==> src/rtl/pwbt_pkg.sv <==
package pwbt_pkg;

   // Order in which data bits leave the shifter
   typedef enum logic {
      ORDER_LSB_FIRST = 1'b0,
      ORDER_MSB_FIRST = 1'b1
   } bit_order_e;

   localparam int unsigned DEF_CNT_W  = 16;
   localparam int unsigned DEF_DATA_W = 8;

endpackage

==> src/rtl/pwbt_period_ctr.sv <==
module pwbt_period_ctr #(
   parameter int unsigned CNT_W = 16
) (
   input  logic             clk,
   input  logic             rst_n,
   input  logic             start,
   input  logic             run,
   input  logic [CNT_W-1:0] limit,
   output logic [CNT_W-1:0] cnt,
   output logic             wrap
);

   assign wrap = (cnt == limit);

   always_ff @(posedge clk or negedge rst_n) begin
      if (!rst_n) begin
         cnt <= '0;
      end else if (start) begin
         cnt <= '0;
      end else if (run) begin
         if (wrap) cnt <= '0;
         else      cnt <= cnt + 1'b1;
      end
   end

   // Counter never passes the reload point of the period
   assert_cnt_in_period_R4: assert property (@(posedge clk) disable iff (!rst_n)
      run |-> cnt <= limit);

   // After the reload point the next period starts from zero
   assert_reload_to_zero_R4: assert property (@(posedge clk) disable iff (!rst_n)
      (run && wrap && !start) |=> cnt == '0);

endmodule

==> src/rtl/pwbt_bit_shifter.sv <==
module pwbt_bit_shifter
   import pwbt_pkg::*;
#(
   parameter int unsigned DATA_W = 8,
   parameter bit_order_e  ORDER  = ORDER_MSB_FIRST
) (
   input  logic              clk,
   input  logic              rst_n,
   input  logic              load,
   input  logic              advance,
   input  logic [DATA_W-1:0] data,
   output logic              first_bit,
   output logic              next_bit,
   output logic              last
);

   localparam int unsigned IDX_W = (DATA_W > 1) ? $clog2(DATA_W) : 1;
   localparam logic [IDX_W-1:0] IDX_LAST = IDX_W'(DATA_W - 1);

   logic [DATA_W-1:0] sh_q;
   logic [DATA_W-1:0] load_rest;
   logic [DATA_W-1:0] sh_shifted;
   logic [IDX_W-1:0]  idx_q;

   generate
      if (ORDER == ORDER_MSB_FIRST) begin : g_msb
         assign first_bit  = data[DATA_W-1];
         assign next_bit   = sh_q[DATA_W-1];
         assign load_rest  = {data[DATA_W-2:0], 1'b0};
         assign sh_shifted = {sh_q[DATA_W-2:0], 1'b0};
      end else begin : g_lsb
         assign first_bit  = data[0];
         assign next_bit   = sh_q[0];
         assign load_rest  = {1'b0, data[DATA_W-1:1]};
         assign sh_shifted = {1'b0, sh_q[DATA_W-1:1]};
      end
   endgenerate

   assign last = (idx_q == IDX_LAST);

   always_ff @(posedge clk or negedge rst_n) begin
      if (!rst_n) begin
         sh_q  <= '0;
         idx_q <= '0;
      end else if (load) begin
         sh_q  <= load_rest;
         idx_q <= '0;
      end else if (advance) begin
         sh_q  <= sh_shifted;
         idx_q <= idx_q + 1'b1;
      end
   end

   // Bit position stays inside the byte
   assert_idx_in_range_R3: assert property (@(posedge clk) disable iff (!rst_n)
      idx_q <= IDX_LAST);

   // No advance past the last bit
   assert_no_advance_past_last_R3: assert property (@(posedge clk) disable iff (!rst_n)
      (advance && !load) |-> !last);

endmodule

==> src/rtl/pwbt_duty_reg.sv <==
module pwbt_duty_reg #(
   parameter int unsigned CNT_W = 16
) (
   input  logic             clk,
   input  logic             rst_n,
   input  logic             load,
   input  logic             sel_one,
   input  logic [CNT_W-1:0] dz,
   input  logic [CNT_W-1:0] d1,
   output logic [CNT_W-1:0] duty_q
);

   always_ff @(posedge clk or negedge rst_n) begin
      if (!rst_n)    duty_q <= '0;
      else if (load) duty_q <= sel_one ? d1 : dz;
   end

   // A load always takes one of the two offered values
   assert_duty_from_source_R5: assert property (@(posedge clk) disable iff (!rst_n)
      load |=> (duty_q == $past(dz)) || (duty_q == $past(d1)));

endmodule

==> src/rtl/pwbyte_tx.sv <==
module pwbyte_tx
   import pwbt_pkg::*;
#(
   parameter int unsigned CNT_W  = DEF_CNT_W,
   parameter int unsigned DATA_W = DEF_DATA_W,
   parameter bit_order_e  ORDER  = ORDER_MSB_FIRST
) (
   input  logic              clk,
   input  logic              rst_n,
   input  logic [DATA_W-1:0] in_data,
   input  logic              in_valid,
   output logic              in_ready,
   input  logic [CNT_W-1:0]  period_len,
   input  logic [CNT_W-1:0]  duty0,
   input  logic [CNT_W-1:0]  duty1,
   output logic              pwm_out,
   output logic              busy,
   output logic              done
);

   generate
      if (CNT_W < 2)  begin : g_bad_cnt  $error("CNT_W must be at least 2");  end
      if (DATA_W < 2) begin : g_bad_data $error("DATA_W must be at least 2"); end
   endgenerate

   logic [CNT_W-1:0] per_q, dz_q, d1_q;
   logic [CNT_W-1:0] cnt, duty_q;
   logic [CNT_W-1:0] dz_src, d1_src;
   logic             wrap, first_bit, next_bit, last;
   logic             accept, period_end, burst_end, step;

   assign in_ready   = !busy;
   assign accept     = in_valid && !busy;
   assign period_end = busy && wrap;
   assign burst_end  = period_end && last;
   assign step       = period_end && !last;

   // Settings captured with the byte
   always_ff @(posedge clk or negedge rst_n) begin
      if (!rst_n) begin
         per_q <= '0;
         dz_q  <= '0;
         d1_q  <= '0;
      end else if (accept) begin
         per_q <= period_len;
         dz_q  <= duty0;
         d1_q  <= duty1;
      end
   end

   always_ff @(posedge clk or negedge rst_n) begin
      if (!rst_n) begin
         busy <= 1'b0;
         done <= 1'b0;
      end else begin
         done <= burst_end;
         if (accept)         busy <= 1'b1;
         else if (burst_end) busy <= 1'b0;
      end
   end

   pwbt_period_ctr #(.CNT_W(CNT_W)) u_ctr (
      .clk   (clk),
      .rst_n (rst_n),
      .start (accept),
      .run   (busy),
      .limit (per_q),
      .cnt   (cnt),
      .wrap  (wrap)
   );

   pwbt_bit_shifter #(.DATA_W(DATA_W), .ORDER(ORDER)) u_shift (
      .clk       (clk),
      .rst_n     (rst_n),
      .load      (accept),
      .advance   (step),
      .data      (in_data),
      .first_bit (first_bit),
      .next_bit  (next_bit),
      .last      (last)
   );

   // Preload at acceptance uses live inputs; later reloads use captured ones
   assign dz_src = accept ? duty0 : dz_q;
   assign d1_src = accept ? duty1 : d1_q;

   pwbt_duty_reg #(.CNT_W(CNT_W)) u_duty (
      .clk     (clk),
      .rst_n   (rst_n),
      .load    (accept || step),
      .sel_one (accept ? first_bit : next_bit),
      .dz      (dz_src),
      .d1      (d1_src),
      .duty_q  (duty_q)
   );

   assign pwm_out = busy && (cnt < duty_q);

   // Handshake starts the burst on the next cycle
   assert_accept_starts_R2: assert property (@(posedge clk) disable iff (!rst_n)
      (in_valid && in_ready) |=> busy);

   // Done is a single cycle and coincides with busy falling
   assert_done_with_busy_fall_R8: assert property (@(posedge clk) disable iff (!rst_n)
      done |-> (!busy && $past(busy)));

   assert_done_single_R8: assert property (@(posedge clk) disable iff (!rst_n)
      done |=> !done);

   // Captured settings hold through a burst
   assert_cfg_stable_R9: assert property (@(posedge clk) disable iff (!rst_n)
      (busy && $past(busy)) |-> ($stable(per_q) && $stable(dz_q) && $stable(d1_q)));

   // Idle line stays low
   assert_idle_low_R1: assert property (@(posedge clk) disable iff (!rst_n)
      (!busy && !$past(busy)) |-> (!pwm_out && !done));

endmodule

==> config.mk <==
export PLATFORM = sky130hd
export DESIGN_NAME = pwbyte_tx
export DESIGN_NICKNAME = d
export VERILOG_FILES = /design/src/rtl/pwbt_pkg.sv /design/src/rtl/pwbt_period_ctr.sv /design/src/rtl/pwbt_bit_shifter.sv /design/src/rtl/pwbt_duty_reg.sv /design/src/rtl/pwbyte_tx.sv
export SDC_FILE = /design/constraint.sdc
export NUM_CORES = 1
export LEC_CHECK = 0
export BUFFER_PORTS_ARGS = -buffer_cell sky130_fd_sc_hd__buf_2
export CAP_MARGIN = 20
export CELL_PAD_IN_SITES_DETAIL_PLACEMENT = 1
export CELL_PAD_IN_SITES_GLOBAL_PLACEMENT = 2
export CORE_UTILIZATION = 40
export CTS_BUF_LIST = sky130_fd_sc_hd__clkbuf_4 sky130_fd_sc_hd__clkbuf_8
export DETAILED_ROUTE_END_ITERATION = 10
export MAX_ROUTING_LAYER = met4
export PLACE_DENSITY_LB_ADDON = 0.1
export SETUP_SLACK_MARGIN = 0.02
export SYNTH_ARGS = -nofsm -noshare
export SYNTH_HDL_FRONTEND = slang
export SYNTH_SLANG_ARGS = --single-unit
==> constraint.sdc <==
create_clock -name clk -period 4.8 [get_ports clk]
set_clock_uncertainty 0.2 [all_clocks]
set_input_delay 1.44 -clock clk [delete_from_list [all_inputs] [get_ports clk]]
set_output_delay 1.44 -clock clk [all_outputs]
set_load 0.005 [all_outputs]
Yosys cells after proc, flatten, opt, wreduce, memory -nomap -nowiden --
Cells that the tools add are included.
Cells by class: order comparisons 1, multipliers 0, multiplexer cells 13, reductions and logical operators 11, bitwise gates (word level) 0, div/mod/pow operators 0, eq/ne operators 2, add/subtract/negate cells 2, shift-type cells 0
Operators by type and width (count):
- 16-bit 2-to-1 mux | 6
- 16-bit by 1-bit adder with 16-bit output (second input constant) | 1
- 16-bit == test | 1
- 16-bit less-than comparator | 1
- 8-bit 2-to-1 mux | 2
- 3-bit 2-to-1 mux | 2
- 2-bit nonzero test | 3
- 1-bit logical AND | 5
- 3-bit by 1-bit adder with 3-bit output (second input constant) | 1
- 3-bit == test (second input constant) | 1
- 1-bit 2-to-1 mux | 3
- 1-bit zero test | 2
- 1-bit logical OR | 1
Storage, ports and cells: bits in read-only memories 0, bits in writable memories 0, bits in latches 0, input port bits 59, register bits after elaboration 93, word-level logic and storage cells 38, memories 0

Longest topological paths before layout --
Gate-level depths: netlist of the first run.
depth in word-level cells 5, gate-level depth with buffers 9, gate-level depth less buffers 8

Hierarchy --
A second synthesis of the first run with hierarchy kept.
Second synthesis, totals: cells, all modules 394, area, all modules 4576.9 µm²
By module, submodules not included:
- pwbyte_tx | cells each 165, instances 1, seq. area each 1251.2 µm², area an instance 2247.2 µm²
- pwbt_period_ctr | cells each 119, instances 1, seq. area each 400.4 µm², area an instance 1108.6 µm²
- pwbt_duty_reg | cells each 69, instances 1, seq. area each 400.4 µm², area an instance 745.7 µm²
- pwbt_bit_shifter | cells each 41, instances 1, seq. area each 250.2 µm², area an instance 475.5 µm²

Worst setup path after synthesis of the first run --
No wires, ideal clock.
path type input to register, from in in_valid, to reg u_duty.duty_q[10], cell stages on the path 6, data arrival time 3002 ps, slack 1472 ps, required time 4474 ps, library setup time 126 ps, cells stage by stage nor2b_1 clkbuf_1 mux2i_1 buf_2 mux2i_1 mux2i_1
On the way: cells in the longest elaborated chain, start to end 3, elaborated cells on any way between the ends 6
Ends and longest elaborated chain:
- from (decl) | line pwbyte_tx.sv:11 | input logic in_valid,
- 1-bit logical AND (*) | line pwbyte_tx.sv:33 | assign accept = in_valid && !busy;
- 16-bit 2-to-1 mux (tied with other cells) | line pwbyte_tx.sv:84 | assign dz_src = accept ? duty0 : dz_q;
- 16-bit 2-to-1 mux | line pwbt_duty_reg.sv:15 | else if (load) duty_q <= sel_one ? d1 : dz;
- to (signal assigned) | line pwbt_duty_reg.sv:15
- to (decl) | line pwbt_duty_reg.sv:10 | output logic [CNT_W-1:0] duty_q
Mark *: on every way between the ends. The rest lies on a longest branch, timed or not. A chain may end at the register's enable or synchronous reset.

Final worst setup path of the first run --
from reg u_ctr.cnt[6], to out pwm_out
On the way: cells in the longest elaborated chain, start to end 2
Ends and longest elaborated chain:
- from (decl) | line pwbt_period_ctr.sv:9 | output logic [CNT_W-1:0] cnt,
- from (signal assigned) | line pwbt_period_ctr.sv:22 | else cnt <= cnt + 1'b1;
- 16-bit less-than comparator | line pwbyte_tx.sv:97 | assign pwm_out = busy && (cnt < duty_q);
- 1-bit logical AND | line pwbyte_tx.sv:97
- to (decl) | line pwbyte_tx.sv:16 | output logic pwm_out,
No other way between the ends.

==> results of run 1 <==
path summary, 6_finish.rpt:
path | from | endpoint | cells after the start
worst max-delay path | u_ctr.cnt[6]$_DFFE_PN0P_ | pwm_out | 7
worst min-delay path | d1_q[8]$_DFF_PN0_ | d1_q[8]$_DFF_PN0_ | 2
worst max register to register | u_ctr.cnt[10]$_DFFE_PN0P_ | u_duty.duty_q[2]$_DFFE_PN0P_ | 6
worst min register to register | d1_q[8]$_DFF_PN0_ | d1_q[8]$_DFF_PN0_ | 2
max in group asynchronous | rst_n | per_q[9]$_DFFE_PN0P_ | 2
min in group asynchronous | rst_n | dz_q[4]$_DFF_PN0_ | 1
per-layer routing:
metal	part of all wire (%)	global-route usage, %	wire (um)
met1	48	26.2	4970
met2	47	31.4	4860
met3	2.7	2.59	277
met4	1.6	6.95	163
met5	0	-	0
stage by stage:
step | total power (W) | hold slack, ps | utilization (%) | area, um^2 | instances
floorplan | 0.00126 | 240 | - | 4490 | 476
global placement | 0.00139 | 251 | 45.3 | 4930 | 663
detailed placement | 0.00142 | 258 | 45.3 | 4930 | 663
CTS | 0.00203 | 280 | 47.4 | 5160 | 679
global route | 0.00214 | 302 | 47.7 | 5190 | 680
finish | 0.00200 | 277 | 47.7 | 5190 | 680
cells by family after synthesis:
group | after synthesis
simple gates | 221
buf+inv | 40
compound gates | 52
xor+xnor | 16
fa+ha+maj | 18
mux | 37
flops | 92
registers in the layout, indices dropped and copies added (netlist names):
signal         count
u_shift.idx_q      3
u_shift.sh_q       7
u_ctr.cnt         16
per_q             16
d1_q              16
done               1
busy               1
u_duty.duty_q     16
dz_q              16
tightest hold or removal path: stages (launching register included):
cell     delay (ps)
dfrtp_1         330
nand2_1          40
nand2_1          70
final cells by class:
| class | instances | area, um^2 | area share [%] |
|---|---|---|---|
| Tap cell | 140 | 175 | 3.38 |
| Timing Repair Buffer | 70 | 393 | 7.57 |
| Clock inverter | 5 | 82.6 | 1.59 |
| Sequential cell | 92 | 2300 | 44.4 |
| Multi-Input combinational cell | 344 | 2020 | 38.9 |
| Clock buffer | 11 | 151 | 2.92 |
| Inverter | 18 | 67.6 | 1.30 |
synthesized netlist by cell type, drive strengths merged, types with 8 or more instances:
cell type	instances	area share [%]
a31oi	8	1.1
nand3	12	1.3
inv	18	1.5
xnor2	16	3.3
clkbuf	12	1.0
nand2	172	15
ha	18	5.0
buf	10	1.6
o21ai	16	1.8
dfrtp	92	51
nor2	11	0.92
mux2i	37	8.2
a21oi	9	1.0
where the power goes:
group / internal [W] / switching [W]
clock: 0.000324 / 0.000287
sequential: 0.000886 / 0.000108
combinational: 0.000196 / 0.000203
==> metrics, run 1 <==
Reg2Reg Setup Slack 2090 ps; worst hold path type flop to flop; Root Buffer clkbuf_8; GRT overflow 0; remaining antenna violation count 0; Die H roughly 110 um; CTS hold repair buffers 0; Final Hold Vio Count 0; core outline area about 0.011 mm^2; nets@finish ~600; xor/xnor share of the synthesized area roughly 3.3%; worst path arrival time around 2400 ps; most frequent cell on the critical path a31oi_1; DR DRC count 0; Fin Setup TNS 0 ps; initial core utilization about 41%; register bit total from synthesis between 90 and 100; CP Max Fanout 7; DPL Wire Length about 7.4 mm; slew margin rel. between 40% and 50%; Num CTS Buffers 9; CTS tree built; synthesized instance count roughly 480; initial antenna violation count 0; critical-path cell list ha_1 > and3_1 > a2111o_1 > a31oi_1 > o21ai_0 > a31oi_1 > buf_2; Clk pin slew, worst setup/hold paths around 100 ps; die width roughly 110 um; sequential area share after synthesis between 50% and 60%; # IOs between 60 and 70; vias approximately 3400; type of origin of the critical path flop; shortest period the worst path allows a little over 4000 ps; Post-Route WL 10.3 mm; Worst Max-Slew Pin Slew between 700 and 800 ps; CP peak stage delay 490 ps; Area Growth Syn to Fin 15.5%; Compound-Gate Fraction of Synth Area 7.49%; CP Class flop to output pin; adder-cell share of the synthesized area under 10%; routability cong. 0.799; routed len/inst between 15 and 20 um; Lkg Pwr ~2.6 nW; most frequent cells in the layout 170 x nand2_1, 92 x dfrtp_1, 61 x buf_2, 36 x mux2i_1, 18 x ha_1; post-synth cell types 40; Max-cap violations 0; CP max-delay cell dfrtp_1; largest family of logic cells by synthesized area simple AND/OR/NAND/NOR gates; Net Count, Synth about 550; setup ws final roughly 750 ps; Worst IR Drop VDD 0.150 mV; Die ar. 0.0117 mm^2; fraction of layout cells with a size suffix above 1 around 17%; H-tree depth 3; Filler cells 1278; postcts setup bufs 0; Sink Count around 90; mux cell area share after synthesis a little over 8%; fin. max-slew vios 0; CTS resizes 0; Row Count 38; CP bufs+invs 1; GR Util All Layers about a fifth; most common cell after layout, fill and taps aside nand2_1; Avg Inst Size Synth 9.44 um^2; Main synth FF type dfrtp_1; Clock Latency Late Sink approximately 360 ps; Data required, critical path about 3200 ps; crit-path leading delay family compound AO/OA/AOI/OAI gates; cell area power density 386 mW/mm^2; count of input and output buffers between 60 and 70; TritonRoute pass-1 iters 4; Crit. End Element output pin; synthesized area ~0.0045 mm^2; DRT iter0 DRCs 163; vias in the first global route approximately 3500; simple-gate portion of the synthesized area 20.6%; RSZ-0062 raised after global routing no; ys async rst share 100%; largest net degree at the start of global routing 60; Max clock buf depth 2; drt via density 5.03; Final setup viols 0; first-pass GRT wire length ~17 mm; worst slack, placed roughly 1100 ps; EDFF count, synth 0; YS warnings 0; status finished clean; part of the cycle the worst path needs between 80 and 90%; fmax ~250 MHz; Antenna Cells 0
Power figures use the tool's default switching activity.
==> inputs of run 2 (changes only) <==
Settings changed: ABC_AREA from default to 1, CORE_UTILIZATION 40 to 35.
Clock period 4.8 ns to 4.2 ns, I/O delays scaled along.
==> metrics, run 2 <==
status finished clean (unchanged); worst path arrival time 2030 ps (was 2410 ps); die width 119 um (was 108 um); first-pass GRT wire length 21.4 mm (was 17.5 mm); synth cell count leaders 274 x nand2_1, 92 x dfrtp_1, 65 x inv_1, 41 x nand3_1, 34 x o21ai_0 (was 170 x nand2_1, 92 x dfrtp_1, 37 x mux2i_1, 18 x ha_1, 17 x inv_1); TritonRoute pass-1 iters 4 (unchanged); CTS tree built (unchanged); CTS hold repair buffers 0 (unchanged); setup ws final 713 ps (was 747 ps); # IOs 63 (unchanged); CP Max Fanout 6 (was 7); area of the multi-input gates 0.00212 mm^2 (was 0.00202 mm^2); synthesized area 0.00482 mm^2 (was 0.00449 mm^2); Final Hold Vio Count 0 (unchanged); Clk pin slew, worst setup/hold paths 90 ps (was 100 ps); hold path depth 2 (unchanged); Reg2Reg Setup Slack 1740 ps (was 2090 ps); Worst IR Drop VDD 0.152 mV (was 0.150 mV); Max clock buf depth 2 (unchanged); ys async rst share 100% (unchanged); fin. max-slew vios 0 (unchanged); CP Class flop to output pin (unchanged); register bit total from synthesis 92 (unchanged); cell area power density 407 mW/mm^2 (was 386 mW/mm^2); RR Endpoint u_duty.duty_q[3]$_DFFE_PN0P_ (was u_duty.duty_q[2]$_DFFE_PN0P_); Post-Route WL 12.3 mm (was 10.3 mm); Root Buffer clkbuf_8 (unchanged); DPL Wire Length 9.04 mm (was 7.37 mm); Worst Max-Slew Pin Slew 727 ps (was 786 ps); Pwr Total 0.00224 W (was 0.00200 W); most frequent cells in the layout 274 x nand2_1, 92 x dfrtp_1, 65 x inv_1, 61 x buf_2, 41 x nand3_1 (was 170 x nand2_1, 92 x dfrtp_1, 61 x buf_2, 36 x mux2i_1, 18 x ha_1); FF+latch area 0.00230 mm^2 (unchanged); H-tree depth 3 (unchanged); top-count cell post-synth nand2_1 (unchanged); most common cell after layout, fill and taps aside nand2_1 (unchanged); largest net degree at the start of global routing 54 (was 60); routability cong. 0.850 (was 0.799); Die H 119 um (was 108 um); drt via density 4.69 (was 5.03); crit path to pwm_out (unchanged); routed len/inst 14.1 um (was 15.1 um); type of origin of the critical path flop (unchanged); Avg Inst Size Synth 7.57 um^2 (was 9.44 um^2); synthesized instance count 637 (was 476); Data required, critical path 2740 ps (was 3160 ps); post-synth cell types 27 (was 40); Row Count 42 (was 38); r2r worst-path depth 10 (was 6); Area Growth Syn to Fin 14.1% (was 15.5%); EDFF count, synth 0 (unchanged); fmax 287 MHz; Net Count, Synth 714 (was 553); Main synth FF type dfrtp_1 (unchanged); share of the synthesized area in the top cell type 47.7% (was 51.2%); CTS resizes 0 (unchanged); DRT iter0 DRCs 149 (was 163); Sink Count 92 (unchanged); part of the cycle the worst path needs 83.0%; GRT overflow 0 (unchanged); hold slack 285 ps (was 277 ps); Max-cap violations 0 (unchanged); worst slack, placed 1080 ps (was 1090 ps); core outline area 0.0133 mm^2 (was 0.0109 mm^2); fraction of layout cells with a size suffix above 1 14.8% (was 17.4%); Worst Setup SP u_ctr.cnt[5]$_DFFE_PN0P_ (was u_ctr.cnt[6]$_DFFE_PN0P_); nets@finish 773 (was 612); Lkg Pwr 2.97 nW (was 2.64 nW); vias 4110 (was 3417); postcts setup bufs 0 (unchanged); vias in the first global route 4297 (was 3536); FF-to-FF Start u_ctr.cnt[12]$_DFFE_PN0P_ (was u_ctr.cnt[10]$_DFFE_PN0P_); initial core utilization 36.1% (was 41.3%); Final setup viols 0 (unchanged); shortest period the worst path allows between 3000 and 4000 ps; slew margin rel. 51.5% (was 47.4%); Filler cells 1714 (was 1278); Antenna Cells 0 (unchanged); Fin Setup TNS 0 ps (unchanged); Clock Latency Late Sink 370 ps (was 360 ps); Die ar. 0.0143 mm^2 (was 0.0117 mm^2); Num CTS Buffers 9 (unchanged); YS warnings 0 (unchanged); Crit. End Element output pin (unchanged); RSZ-0062 raised after global routing no (unchanged); post-synth top area cell dfrtp_1 (unchanged); initial antenna violation count 0 (unchanged); DR DRC count 0 (unchanged); HP Start d1_q[2]$_DFF_PN0_ (was d1_q[8]$_DFF_PN0_); GR Util All Layers 19.7% (was 19.9%); count of input and output buffers 62 (unchanged); top cells by area, synth dfrtp_1 48%, nand2_1 21%, inv_1 5.1% (was dfrtp_1 51%, nand2_1 14%, mux2i_1 8.2%); worst hold path type flop to flop (unchanged); remaining antenna violation count 0 (unchanged); sequential area share after synthesis 47.7% (was 51.2%)
run 2: changes by cell type in the layout (fill, tap and decap cells not counted), sizes merged, moves of 10 or more:
cell / before / now
mux2i: 37 / 0
nand3: 12 / 41
and2: 0 / 16
xnor2: 16 / 1
nor2: 11 / 21
nand2: 172 / 277
o21ai: 16 / 39
inv: 19 / 75
run 2: final cells by class:
cell class | instances | share of cell area, %
clock buffers | 12 | 2.89
clock inverters | 4 | 0.864
inverters | 75 | 5.11
multi-input cells | 448 | 38.5
flip-flops and latches | 92 | 41.8
well taps | 176 | 4.00
repair buffers | 70 | 6.77
run 2: worst max-delay path, stage by stage (launching register included):
cell	delay, ps
dfrtp_1	460
ha_1	340
a21oi_1	130
nor2_1	50
a211oi_1	170
a21oi_1	100
nor3_1	240
buf_2	170
run 2: metrics by stage:
stage                     utilization (%)  instances  cell area [um^2]
after global placement               39.7        861              5300
after CTS                            41.2        877              5500
after detailed placement             39.7        861              5300
after floorplan                         -        637              4820
after global routing                 41.2        877              5500
final                                41.2        877              5500
run 2: kinds of logic (layout without fill, tap and decap cells):
family | after synthesis | in the layout | synth area share, %
buffers and inverters | 97 | 161 | 8.30
AOI/OAI and AO/OA | 55 | 55 | 5.97
DFF | 92 | 92 | 47.7
xor gates and xnor gates | 9 | 9 | 1.63
and+or+nand+nor | 366 | 366 | 31.7
adders and majority gates | 18 | 18 | 4.67
run 2: power by group:
group	leakage [nW]	switching, W	internal, W	total, W
Clock	0.106	0.000321	0.000313	0.000634
Combinational	1.69	0.000300	0.000210	0.000510
Sequential	1.17	0.000104	0.000990	0.00109
Total	2.97	0.000726	0.00151	0.00224
run 2: how the worst min path moves through the flow:
stage               slack, ps                 end
finish                    280   d1_q[2]$_DFF_PN0_
global route              300  d1_q[13]$_DFF_PN0_
CTS                       290  d1_q[14]$_DFF_PN0_
detailed placement        260   d1_q[2]$_DFF_PN0_
global placement          260   d1_q[6]$_DFF_PN0_
floorplan                 240   d1_q[0]$_DFF_PN0_
run 2: metal layers:
metal / track usage (%) / part of all wire (%)
met3: 2.78 / 2.9
met1: 26.4 / 50
met5: - / 0
met4: 7.58 / 1.7
met2: 30.1 / 45
